### src/rtl/tmr_pkg.sv
package tmr_pkg;
  localparam int unsigned CHAN_WORDS  = 5;
  localparam int unsigned BANK_WORD   = 40;  // 0xA0 >> 2

  typedef enum logic [2:0] {
    REG_LOAD = 3'd0,
    REG_CUR  = 3'd1,
    REG_CTRL = 3'd2,
    REG_EOI  = 3'd3,
    REG_STAT = 3'd4
  } chan_reg_e;

  typedef struct packed {
    logic mask;
    logic periodic;
    logic run;
  } ctrl_t;
endpackage

### src/rtl/tmr_addr_dec.sv
module tmr_addr_dec
  import tmr_pkg::*;
#(
  parameter int unsigned NUM_TIMERS = 3,
  parameter int unsigned ADDR_W     = 8,
  localparam int unsigned WORD_W    = ADDR_W - 2
) (
  input  logic [ADDR_W-1:0]     paddr_i,
  output logic [NUM_TIMERS-1:0] chan_hit_o,
  output chan_reg_e             reg_o,
  output logic                  all_stat_o,
  output logic                  all_eoi_o,
  output logic                  all_raw_o,
  output logic                  ver_o
);
  logic [WORD_W-1:0] word;
  logic              aligned;

  assign word    = paddr_i[ADDR_W-1:2];
  assign aligned = (paddr_i[1:0] == 2'b00);

  for (genvar n = 0; n < NUM_TIMERS; n++) begin : g_hit
    assign chan_hit_o[n] = aligned &&
                           (word >= WORD_W'(n*CHAN_WORDS)) &&
                           (word <  WORD_W'(n*CHAN_WORDS + CHAN_WORDS));
  end

  always_comb begin
    reg_o = REG_LOAD;
    for (int n = 0; n < NUM_TIMERS; n++)
      if (chan_hit_o[n]) reg_o = chan_reg_e'(3'(word - WORD_W'(n*CHAN_WORDS)));
  end

  assign all_stat_o = aligned && (word == WORD_W'(BANK_WORD));
  assign all_eoi_o  = aligned && (word == WORD_W'(BANK_WORD + 1));
  assign all_raw_o  = aligned && (word == WORD_W'(BANK_WORD + 2));
  assign ver_o      = aligned && (word == WORD_W'(BANK_WORD + 3));
endmodule

### src/rtl/tmr_channel.sv
module tmr_channel
  import tmr_pkg::*;
#(
  parameter int unsigned DATA_W = 32
) (
  input  logic              clk_i,
  input  logic              rst_ni,
  input  logic              load_we_i,
  input  logic              ctrl_we_i,
  input  logic [DATA_W-1:0] wdata_i,
  input  logic              clr_i,
  output logic [DATA_W-1:0] load_o,
  output logic [DATA_W-1:0] cnt_o,
  output ctrl_t             ctrl_o,
  output logic              raw_o,
  output logic              irq_o
);
  logic [DATA_W-1:0] load_q, cnt_q;
  ctrl_t             ctrl_q;
  logic              raw_q;
  logic              start, expire;

  assign start  = ctrl_we_i && wdata_i[0] && !ctrl_q.run;
  assign expire = ctrl_q.run && (cnt_q == '0);

  always_ff @(posedge clk_i or negedge rst_ni) begin
    if (!rst_ni) begin
      load_q <= '0;
      cnt_q  <= '0;
      ctrl_q <= '0;
      raw_q  <= 1'b0;
    end else begin
      if (load_we_i) load_q <= wdata_i;
      if (ctrl_we_i) ctrl_q <= ctrl_t'(wdata_i[2:0]);
      if (start)            cnt_q <= load_q;
      else if (ctrl_q.run)  cnt_q <= (cnt_q == '0) ? (ctrl_q.periodic ? load_q : '1)
                                                   : cnt_q - 1'b1;
      // a new expiry outranks a clear in the same cycle
      if (expire)     raw_q <= 1'b1;
      else if (clr_i) raw_q <= 1'b0;
    end
  end

  assign load_o = load_q;
  assign cnt_o  = cnt_q;
  assign ctrl_o = ctrl_q;
  assign raw_o  = raw_q;
  assign irq_o  = raw_q && !ctrl_q.mask;

  assert_load_on_start_R3: assert property (@(posedge clk_i) disable iff (!rst_ni)
    start |=> cnt_o == $past(load_o));
  assert_count_down_R3: assert property (@(posedge clk_i) disable iff (!rst_ni)
    (ctrl_o.run && cnt_o != '0) |=> cnt_o == $past(cnt_o) - 1'b1);
  assert_wrap_free_R4: assert property (@(posedge clk_i) disable iff (!rst_ni)
    (ctrl_o.run && cnt_o == '0 && !ctrl_o.periodic) |=> &cnt_o);
  assert_reload_periodic_R5: assert property (@(posedge clk_i) disable iff (!rst_ni)
    (ctrl_o.run && cnt_o == '0 && ctrl_o.periodic && !load_we_i) |=> cnt_o == $past(load_o));
  assert_flag_sets_R6: assert property (@(posedge clk_i) disable iff (!rst_ni)
    (ctrl_o.run && cnt_o == '0) |=> raw_o);
  assert_flag_sticky_R6: assert property (@(posedge clk_i) disable iff (!rst_ni)
    (raw_o && !clr_i) |=> raw_o);
  assert_freeze_R9: assert property (@(posedge clk_i) disable iff (!rst_ni)
    (!ctrl_o.run && !start) |=> $stable(cnt_o));
endmodule

### src/rtl/apb_timer_bank.sv
module apb_timer_bank
  import tmr_pkg::*;
#(
  parameter int unsigned   NUM_TIMERS = 3,
  parameter int unsigned   ADDR_W     = 8,
  parameter int unsigned   DATA_W     = 32,
  parameter logic [31:0]   VERSION_ID = 32'h0001_0300
) (
  input  logic                  clk_i,
  input  logic                  rst_ni,
  input  logic                  psel_i,
  input  logic                  penable_i,
  input  logic                  pwrite_i,
  input  logic [ADDR_W-1:0]     paddr_i,
  input  logic [DATA_W-1:0]     pwdata_i,
  output logic [DATA_W-1:0]     prdata_o,
  output logic                  pready_o,
  output logic                  pslverr_o,
  output logic [NUM_TIMERS-1:0] irq_o
);
  logic                  access, wr, rd;
  logic [NUM_TIMERS-1:0] chan_hit, raw_v;
  chan_reg_e             reg_sel;
  logic                  all_stat, all_eoi, all_raw, ver_hit;
  logic [DATA_W-1:0]     load_a [NUM_TIMERS];
  logic [DATA_W-1:0]     cnt_a  [NUM_TIMERS];
  ctrl_t                 ctrl_a [NUM_TIMERS];

  assign access    = psel_i && penable_i;
  assign wr        = access && pwrite_i;
  assign rd        = access && !pwrite_i;
  assign pready_o  = 1'b1;
  assign pslverr_o = 1'b0;

  tmr_addr_dec #(.NUM_TIMERS(NUM_TIMERS), .ADDR_W(ADDR_W)) u_dec (
    .paddr_i    (paddr_i),
    .chan_hit_o (chan_hit),
    .reg_o      (reg_sel),
    .all_stat_o (all_stat),
    .all_eoi_o  (all_eoi),
    .all_raw_o  (all_raw),
    .ver_o      (ver_hit)
  );

  for (genvar n = 0; n < NUM_TIMERS; n++) begin : g_chan
    tmr_channel #(.DATA_W(DATA_W)) u_chan (
      .clk_i     (clk_i),
      .rst_ni    (rst_ni),
      .load_we_i (wr && chan_hit[n] && reg_sel == REG_LOAD),
      .ctrl_we_i (wr && chan_hit[n] && reg_sel == REG_CTRL),
      .wdata_i   (pwdata_i),
      .clr_i     (rd && (all_eoi || (chan_hit[n] && reg_sel == REG_EOI))),
      .load_o    (load_a[n]),
      .cnt_o     (cnt_a[n]),
      .ctrl_o    (ctrl_a[n]),
      .raw_o     (raw_v[n]),
      .irq_o     (irq_o[n])
    );
  end

  always_comb begin
    prdata_o = '0;
    if (psel_i && !pwrite_i) begin
      for (int n = 0; n < NUM_TIMERS; n++) begin
        if (chan_hit[n]) begin
          unique case (reg_sel)
            REG_LOAD: prdata_o = load_a[n];
            REG_CUR:  prdata_o = cnt_a[n];
            REG_CTRL: prdata_o[2:0] = ctrl_a[n];
            REG_STAT: prdata_o[0] = irq_o[n];
            default:  prdata_o = '0;
          endcase
        end
      end
      if (all_stat) prdata_o[NUM_TIMERS-1:0] = irq_o;
      if (all_raw)  prdata_o[NUM_TIMERS-1:0] = raw_v;
      if (ver_hit)  prdata_o = DATA_W'(VERSION_ID);
    end
  end

  assert_resp_ok_R11: assert property (@(posedge clk_i) disable iff (!rst_ni)
    psel_i |-> (pready_o && !pslverr_o));
  assert_onehot_chan_R1: assert property (@(posedge clk_i) disable iff (!rst_ni)
    $onehot0(chan_hit));
endmodule

### config.mk
export PLATFORM = sky130hd
export DESIGN_NAME = apb_timer_bank
export DESIGN_NICKNAME = d
export VERILOG_FILES = /design/src/rtl/tmr_pkg.sv /design/src/rtl/tmr_addr_dec.sv /design/src/rtl/tmr_channel.sv /design/src/rtl/apb_timer_bank.sv
export SDC_FILE = /design/constraint.sdc
export NUM_CORES = 1
export LEC_CHECK = 0
export ABC_AREA = 1
export BUFFER_PORTS_ARGS = -buffer_cell sky130_fd_sc_hd__buf_2
export CORE_AREA = 4 4 171 173
export DETAILED_ROUTE_END_ITERATION = 12
export DIE_AREA = 0 0 175 177
export PLACE_DENSITY_LB_ADDON = 0.3
export SYNTH_ARGS = -nofsm -noshare
export SYNTH_HDL_FRONTEND = slang
export SYNTH_HIERARCHICAL = 1
export SYNTH_SLANG_ARGS = --single-unit
### constraint.sdc
create_clock -name clk_i -period 2.4 [get_ports clk_i]
set_input_delay 0.12 -clock clk_i [delete_from_list [all_inputs] [get_ports clk_i]]
set_output_delay 0.12 -clock clk_i [all_outputs]
set_load 0.02 [all_outputs]
==> impl_metrics.json <==
{
  "outcome": "finished with violations",
  "violations": "negative setup slack",
  "synthCells": 2324,
  "layout-drive-gt1-share_pct": 24.0,
  "core-area_sq_um": 27600,
  "vdd_drop_max_uv": 670,
  "routed_wl_mm": 65.1,
  "crit_path_frequent_cell": "nand2_4",
  "syn-num-nets": 2380,
  "dieArea_sq_um": 31000,
  "post-route-period-util_pct": 110,
  "required_ns": 2.28,
  "cp.arrival_ns": 2.52,
  "rows": 61,
  "routedWlPerCell_um": 22.0,
  "place_inst": 2837,
  "setup-violations-final": 32,
  "hold_path_class": "primary input to register",
  "crit_type": "primary input to output port",
  "crit_path_top_delay_cell": "nor2_4",
  "start_util_pct": 54.6,
  "fin_area_sq_um": 19800,
  "yosys.cell_types.count": 41,
  "fmax_mhz": 379,
  "worst_pin_slew_ns": 0.705,
  "synth_area_leaders": "dfrtp_1 (34%), nand2_1 (19%), nand3_1 (8.5%)",
  "drt_iter0_drc": 2229,
  "synth-edff-count": 0,
  "layout_common_cells": "nand2_1 (717), inv_1 (251), dfrtp_1 (204)",
  "instances_no_fill": 2962,
  "die_height_um": 177,
  "final_common_cell": "nand2_1",
  "io_buffers": 79,
  "async_reset_ff_share_pct": 100,
  "grt_max_degree": 68,
  "ys_warn_count": 6,
  "finish.net_count": 2622,
  "cts_sinks": 204,
  "path_clk_slew_ns": 0.05,
  "worstPathMaxFanout": 5,
  "grtUsageTotal_pct": 39.8,
  "clock_latency_ns": 0.54,
  "total_power_mw": 12.0,
  "n_fill_cell": 2206,
  "detail-route-antenna-nets": 0,
  "p_leak_nw": 9.79,
  "syn_area_sq_um": 15100,
  "finalHoldViolCount": 0,
  "worst_slack_ns": -0.236,
  "fin_crit_ns": 2.64,
  "skew_ns": 0.0118,
  "netlist.area_leader.share_pct": 33.9,
  "regArea_sq_um": 5100,
  "place_area_sq_um": 17000,
  "multi_input_area_sq_um": 9200,
  "drc": 0,
  "antenna_found_initial": 1,
  "rsz0062_at_grt": "yes",
  "slew_violations": 0,
  "num_vias": 17732,
  "cts_buffer_depth": 3,
  "slowest_delay_ns": 0.21,
  "grt_overflow": 0,
  "power_density_nw_per_um2": 607,
  "relSlewSlack_pct": 53.0,
  "viasPerCell": 5.99,
  "dp_hpwl_mm": 46.1,
  "cts-root-buf": "clkbuf_16",
  "die_x_um": 175,
  "critPathLaunchType": "primary input",
  "yosys_register_bits": 204,
  "grt_pass1_vias": 16730,
  "drv_cap": 0,
  "seq_area_frac_synth_pct": 33.9,
  "synth_top_cell_by_area": "dfrtp_1",
  "critical_path.endpoint_type": "output port",
  "syn_to_final_growth_pct": 31.4,
  "place.gp.congestion": 1.06,
  "ioPinCount": 82,
  "dr.pass1.iters": 7,
  "cts_tree": "yes",
  "cts-htree-levels": 1,
  "syn_area_per_cell_sq_um": 6.49,
  "grt_pass1_wl_mm": 96.1,
  "crit_chain": "buf_12 > inv_6 > ha_2 > nand2_4 > nand4_4 > nand2_4 > nand2_2 > nand3_2 > nand2_2 > buf_6 > inv_8 > nand2_4 > nor2_4 > buf_6 > clkbuf_16 > nand2_4 > a21oi_4 > o211ai_1 > a21oi_1 > buf_4",
  "cts_buffers": 25,
  "synthFlopType": "dfrtp_1"
}
## cell families (layout without fill, tap and decap cells)
logic type	Yosys count	in the layout	synth area share (%)
other cells	2	3	0.0498
buf+inv	381	640	10.4
compound gates	315	315	12.5
mux	3	3	0.224
xor+xnor	21	21	1.22
simple gates	1387	1387	40.8
flops	204	204	33.9
fa+ha+maj	11	11	0.913
## Yosys cell counts (10+ instances only)
cell and count:
nor2_1 192, o21bai_1 16, nor2_2 45, nand2_2 44, nor3_1 11, nand4_1 28, xor2_1 15, a22o_1 26
ha_1 11, buf_2 21, nand2_4 10, a21oi_1 27, buf_4 10, inv_1 280, a221o_1 26, clkbuf_1 44
o22ai_1 21, inv_2 11, nor2_4 16, nand3_1 257, dfrtp_1 204, o21ai_0 189, nand2_1 769
## power breakdown
part,internal [mW],switching [mW],leakage (nW)
sequential,3.98,0.779,2.11
clock,2.18,1.59,0.387
combinational,1.35,2.16,7.29
## stage by stage
| step | TNS, ns | hold slack [ns] | worst slack (ns) | utilization [%] |
|---|---|---|---|---|
| final | -5.36 | 0.0700 | -0.236 | 71.7 |
| after global routing | -8.31 | 0.126 | -0.315 | 71.7 |
| after CTS | -3.07 | 0.0275 | -0.157 | 68.8 |
| after detailed placement | -41.79 | 0.182 | -0.401 | 61.5 |
| after global placement | -27.22 | 0.186 | -0.360 | 61.5 |
| after floorplan | 0 | -0.176 | 0.00191 | - |
## metal layers
metal / wire [um] / global-route usage, % / vias to the layer above
met1: 24400 / 51.6 / 8217
met4: 4630 / 20.0 / 4
met3: 7060 / 8.27 / 328
met2: 29000 / 63.7 / 1244
li1: - / - / 7939
met5: 42 / 0 / -
## final cells by class
class | instances | share of cell area (%)
repair buffers | 302 | 15.7
multi-input cells | 1739 | 46.4
clock inverters | 10 | 0.474
diodes | 1 | 0.0126
clock buffers | 34 | 3.58
inverters | 294 | 5.66
well taps | 378 | 2.39
flip-flops and latches | 204 | 25.8
## critical path, delay by kind of cell
family	cells	cell delay [ns]
adder cells (fa/ha/maj)	1	0.18
AND/OR/NAND/NOR	9	0.87
AO/OA/AOI/OAI	3	0.48
buffers and inverters	7	0.85
## worst paths after layout
| check | startpoint | end | slack (ns) | cells after the start |
|---|---|---|---|---|
| min reg2reg | g_chan[2].u_chan/load_o[3] | g_chan[2].u_chan/cnt_o[3] | 0.53 | 2 |
| min | penable_i | g_chan[0].u_chan/raw_o | 0.07 | 4 |
| max reg2reg | g_chan[0].u_chan/cnt_o[0] | g_chan[0].u_chan/cnt_o[8] | 0.18 | 11 |
| min in group asynchronous | rst_ni | g_chan[2].u_chan/cnt_o[6] | 0.16 | 2 |
| max | paddr_i[3] | prdata_o[8] | -0.24 | 20 |
| max in group asynchronous | rst_ni | g_chan[0].u_chan/cnt_o[26] | 1.45 | 3 |
## flip-flops by register name, indices dropped and copies added (netlist names)
signal,cells
g_chan.u_chan/ctrl_o,9
g_chan.u_chan/load_o,96
g_chan.u_chan/cnt_o,96
g_chan.u_chan/raw_o,3
## timing repair
item / in CTS / in global routing
buffers inserted: 19 / 16
endpoints found under the hold margin: 165 / 0
gates cloned: 8 / 7
pin swaps: 35 / 72
endpoints found under the setup margin: 32 / 33
resized for setup: 139 / 157
hold buffers: 33 / 0
(Power assumes the default switching activity.)
